## config.mk

```make
export PLATFORM = sky130hd
export DESIGN_NAME = wdt_keyed
export DESIGN_NICKNAME = d
export VERILOG_FILES = /design/src/rtl/wdt_keyed.sv
export SDC_FILE = /design/constraint.sdc
export NUM_CORES = 1
export LEC_CHECK = 0
export BUFFER_PORTS_ARGS = -buffer_cell sky130_fd_sc_hd__buf_2
export CORE_MARGIN = 5
export CORE_UTILIZATION = 55
export CTS_BUF_LIST = sky130_fd_sc_hd__clkbuf_4
export DETAILED_ROUTE_END_ITERATION = 7
export GPL_TIMING_DRIVEN = 0
export HOLD_SLACK_MARGIN = 0.12
export PLACE_DENSITY = 0.77
export SYNTH_ARGS = -nofsm -noshare
export SYNTH_HDL_FRONTEND = slang
export SYNTH_SLANG_ARGS = --single-unit
```

## constraint.sdc

```tcl
create_clock -name clk -period 4.25 [get_ports clk]
set_input_delay 0.425 -clock clk [delete_from_list [all_inputs] [get_ports clk]]
set_output_delay 0.425 -clock clk [all_outputs]
set_load 0.03 [all_outputs]
```

## src/rtl/wdt_keyed.sv

```systemverilog
module wdt_keyed #(
  parameter int          CNT_W   = 32,
  parameter logic [7:0]  WR_KEY  = 8'h5A,
  parameter logic [7:0]  RD_KEY  = 8'h69,
  parameter logic [7:0]  CFG_RST = 8'h04
) (
  input  logic        clk,
  input  logic        rst_n,
  input  logic        wr_en,
  input  logic [15:0] wr_data,
  output logic [15:0] rd_data,
  input  logic [3:0]  tick_src,
  input  logic        irq_clr,
  output logic        sys_rst_req,
  output logic        irq_flag
);
  localparam int SHIFT_W = $clog2(CNT_W);

  logic [7:0]       cfg;
  logic [CNT_W-1:0] cnt;
  logic [CNT_W-1:0] limit;
  logic [SHIFT_W-1:0] tap;

  wire key_ok  = (wr_data[15:8] == WR_KEY);
  wire wr_good = wr_en && key_ok;
  wire wr_bad  = wr_en && !key_ok;
  wire clr_now = wr_good && wr_data[3];

  wire       hold  = cfg[7];
  wire [1:0] src   = cfg[6:5];
  wire       ivl   = cfg[4];
  wire [2:0] ivsel = cfg[2:0];

  always_comb begin
    case (ivsel)
      3'd0:    tap = SHIFT_W'(31);
      3'd1:    tap = SHIFT_W'(27);
      3'd2:    tap = SHIFT_W'(23);
      3'd3:    tap = SHIFT_W'(19);
      3'd4:    tap = SHIFT_W'(15);
      3'd5:    tap = SHIFT_W'(13);
      3'd6:    tap = SHIFT_W'(9);
      default: tap = SHIFT_W'(6);
    endcase
  end

  assign limit = {{(CNT_W-1){1'b0}}, 1'b1} << tap;

  wire              tick    = !hold && tick_src[src];
  wire [CNT_W-1:0]  cnt_inc = cnt + CNT_W'(1);
  wire              fire    = tick && (cnt_inc >= limit) && !clr_now;

  always_ff @(posedge clk or negedge rst_n) begin
    if (!rst_n)       cfg <= CFG_RST;
    else if (wr_good) cfg <= {wr_data[7:4], 1'b0, wr_data[2:0]};
  end

  always_ff @(posedge clk or negedge rst_n) begin
    if (!rst_n)                cnt <= '0;
    else if (clr_now || fire)  cnt <= '0;
    else if (tick)             cnt <= cnt_inc;
  end

  always_ff @(posedge clk or negedge rst_n) begin
    if (!rst_n) begin
      sys_rst_req <= 1'b0;
      irq_flag    <= 1'b0;
    end else begin
      sys_rst_req <= wr_bad || (fire && !ivl);
      if (fire && ivl)  irq_flag <= 1'b1;
      else if (irq_clr) irq_flag <= 1'b0;
    end
  end

  assign rd_data = {RD_KEY, cfg[7:4], 1'b0, cfg[2:0]};
endmodule


```

==> PnR_summary.wiki <==
{| class="wikitable"
! Metric !! Value
|-
| Crit Path Category || reg -> reg
|-
| Post-Route Skew || 0.0152 ns
|-
| Last weighted congestion value of the routability-driven placer || 0.903
|-
| Maximum buffer depth of the clock tree || 2
|-
| Worst hold margin || 0.194 ns
|-
| Final min period || 3.72 ns
|-
| Outcome || finished, final reports clean
|-
| Critical path buffer and inverter count || 1
|-
| Worst-Skew Late Latency || 0.36 ns
|-
| Initial core utilization || 56.6%
|-
| Die Y || 85.3 µm
|-
| Synthesized flop and latch total || 41
|-
| Synthesized instance count || 315
|-
| Power per cell area || 294 nW/µm²
|-
| Routed Wire Length || 6.58 mm
|-
| Vias in the first global route || 2559
|-
| Length of the first detailed-routing pass in iterations || 4
|-
| Global-route met2 utilization || 32.1%
|-
| Highest fanout seen on the critical path || 10
|-
| Average size of a mapped cell || 9.89 µm²
|-
| Width of the die || 85.3 µm
|-
| Fraction of the yosys area taken by sequential cells || 33.0%
|-
| Global route total overflow || 0
|-
| Total design power || 1050 µW
|-
| Element type at the critical path end || register
|-
| Area taken by multi-input logic gates || 2030 µm²
|-
| Rows || 27
|-
| Initial antenna violation count || 0
|-
| Family with the most delay on the worst path || simple AND/OR/NAND/NOR gates
|-
| Commonest non-fill, non-tap cells in the layout || sky130_fd_sc_hd__dfrtp_1 (40), sky130_fd_sc_hd__buf_2 (36), sky130_fd_sc_hd__ha_1 (31), sky130_fd_sc_hd__conb_1 (31), sky130_fd_sc_hd__nand2_1 (30)
|-
| Global-route wire length before repair || 11.5 mm
|-
| Clock-pin slew reported for the worst setup and hold paths after clock tree synthesis || 0.14 ns
|-
| Largest family of logic cells by synthesized area || simple AND/OR/NAND/NOR gates
|-
| Max rail drop VDD || 0.000239 V
|-
| R2r endpoint || cnt[15]$_DFFE_PN0P_
|-
| Worst Tran Pin Value || 0.940 ns
|-
| Max-slew violation count || 0
|-
| Layout Area Growth over Synthesis || 14.1%
|-
| Simple-gate portion of the synthesized area || 21.7%
|-
| Cell area after synthesis || 3120 µm²
|-
| Launching point of the worst reg2reg path || cnt[1]$_DFFE_PN0P_
|-
| Hold Vio Cnt, Final || 0
|-
| Register-to-Register Path Depth || 14
|-
| Post-Synth Adder-Cell Area || 12.4%
|-
| Layout Cells excl Fill || 456
|-
| Proportion of synthesized area in mux cells || 3.61%
|-
| Post-CTS Setup Repair Bufs || 0
|-
| Total negative setup slack || 0 ns
|-
| Number of hold-repair buffers added at the cts stage || 0
|-
| Number of flops mapped to enable cells by yosys || 0
|-
| Register area || 1030 µm²
|-
| Filler cell count in the final layout || 446
|-
| Number of warnings reported in the yosys synthesis log || 0
|-
| TritonCTS clock tree || done
|-
| Number of resized instances in the post-cts repair step || 0
|-
| Clk sink count || 41
|-
| Finish-stage setup viols || 0
|-
| GR met1 Demand/Resource || 25.1%
|-
| Via/cell ratio || 5.47
|-
| Data arrival time of the critical path || 3.97 ns
|-
| Via Count || 2496
|-
| Root Buffer Master || sky130_fd_sc_hd__clkbuf_4
|-
| Relative max-transition margin || 37.3%
|-
| Aggregate global-route resource usage || 19.5%
|-
| Number of antenna cells inserted || 0
|-
| Final HPWL DP || 4.96 mm
|-
| Leakage power total || 0.00181 µW
|-
| Die area || 7270 µm²
|-
| Delay of the slowest critical-path stage || 0.48 ns
|-
| Highest achievable clock rate || 269 MHz
|-
| Placeable Area || 5510 µm²
|-
| Final net count || 438
|-
| Antenna Nets Post-Route || 0
|-
| Slowest cell on crit path || sky130_fd_sc_hd__nor4_4
|-
| Share of layout cells above drive strength 1 || 22.7%
|-
| Hold Path Class || in -> async
|-
| Top-level port count || 42
|-
| Iter 0 DRT Violations || 97
|-
| Average routed wire per standard cell || 14.4 µm
|-
| Setup repair after global routing missed its margin || false
|-
| Port-buffer cells || 32
|-
| Xor and xnor area share after synthesis || 8.15%
|-
| Global-route layer with the greatest usage || met2
|-
| Synthesized-area fraction occupied by ao, oa, aoi and oai cells || 15.6%
|-
| Most repeated library cell on the critical path || sky130_fd_sc_hd__nand2_1
|-
| Critical path, cell by cell || ha_1, nand2_1, nor4_4, nand2_1, nor2_1, xnor2_1, ha_1, nand4_2, nor4_2, nand2_1, a31oi_4, nor2_2, buf_6, a221o_1
|-
| Largest net degree at the start of global routing || 42
|-
| Startpoint type of the worst setup path || register
|-
| Post-synthesis cell type count || 54
|-
| Fraction of the cycle the final worst path needs || 87.5%
|-
| Data required time of the worst path || 4.50 ns
|-
| Max-Cap Viols || 0
|-
| Most common cell after layout, fill and taps aside || sky130_fd_sc_hd__dfrtp_1
|-
| Flop-to-flop setup slack || 0.53 ns
|-
| Number of buffers created by CTS || 5
|-
| Share of flip-flops with an asynchronous set or reset after synthesis || 100%
|-
| CTS HTree Levels || 2
|-
| Top FF cell, synth || sky130_fd_sc_hd__dfrtp_1
|-
| Met3 usage || 4.47%
|-
| Cells after DPL || 448
|-
| DRC violations left || 0
|}
cell usage after synthesis (all sizes together), types with 2 or more instances:
cell / instances / area share (%)
xor2: 12 / 3.4
nand4: 10 / 2.7
o31ai: 2 / 0.48
a22o: 28 / 7.9
dfrtp: 40 / 32
nand4bb: 2 / 1.2
ha: 31 / 12
nand3b: 4 / 0.96
buf: 15 / 3.4
conb: 2 / 0.24
mux2: 8 / 2.9
xnor2: 17 / 4.8
nor4: 2 / 1.1
nor3: 11 / 3.0
o21ai: 11 / 1.8
clkbuf: 7 / 0.84
nand3: 15 / 3.0
nor2: 17 / 2.1
inv: 8 / 0.96
nand2: 33 / 4.5
a221o: 2 / 0.64
and4: 3 / 0.92
or3: 2 / 0.44
a21o: 2 / 0.52
a21oi: 15 / 2.4
and3: 5 / 1.1
layout make-up:
cell class | instances | area share, %
sequential | 41 | 28.9
buffer | 22 | 3.73
multi-input combinational | 273 | 57.3
clock inverter | 2 | 0.951
timing repair buffer | 32 | 4.51
clock buffer | 6 | 1.27
tap | 72 | 2.54
inverter | 8 | 0.845
cells by family after synthesis:
| group | Yosys count |
|---|---|
| AOI/OAI and AO/OA | 66 |
| xor gates and xnor gates | 29 |
| adders and majority gates | 31 |
| buffers and inverters | 30 |
| DFF | 41 |
| muxes | 9 |
| other | 2 |
| and+or+nand+nor | 107 |
state kept, by name, summed over array words and instances, names as in the netlist:
name and count:
cfg 7, cnt 32, irq_flag 1, sys_rst_req 1
per-stage QoR:
stage                     area, µm²  worst slack (ns)  util, %
final                          3550             0.531     64.5
after global routing           3550             0.213     64.5
after CTS                      3550             0.516     64.5
after floorplan                3220              1.13        -
after global placement         3470             0.562     63.1
after detailed placement       3470             0.551     63.1
worst max path at each step:
stage	depth (start not counted)	startpoint	to
floorplan	14	cnt[0]$_DFFE_PN0P_	cnt[15]$_DFFE_PN0P_
global placement	14	cnt[0]$_DFFE_PN0P_	cnt[23]$_DFFE_PN0P_
detailed placement	14	cnt[0]$_DFFE_PN0P_	cnt[15]$_DFFE_PN0P_
CTS	14	cnt[0]$_DFFE_PN0P_	cnt[15]$_DFFE_PN0P_
global route	14	cnt[0]$_DFFE_PN0P_	cnt[28]$_DFFE_PN0P_
finish	14	cnt[1]$_DFFE_PN0P_	cnt[15]$_DFFE_PN0P_
layer usage:
layer	vias up	share of wire [%]
li1	1258	-
met1	1168	47
met2	61	47
met3	9	5.2
met4	0	1.4
met5	-	0
where the power goes:
group / total (µW) / internal, µW / leakage [µW] / switching (µW)
Sequential: 462 / 424 / 0.000555 / 38.1
Combinational: 317 / 130 / 0.00121 / 187
Clock: 267 / 129 / 0.0000433 / 138
Power figures use the tool's default switching activity.
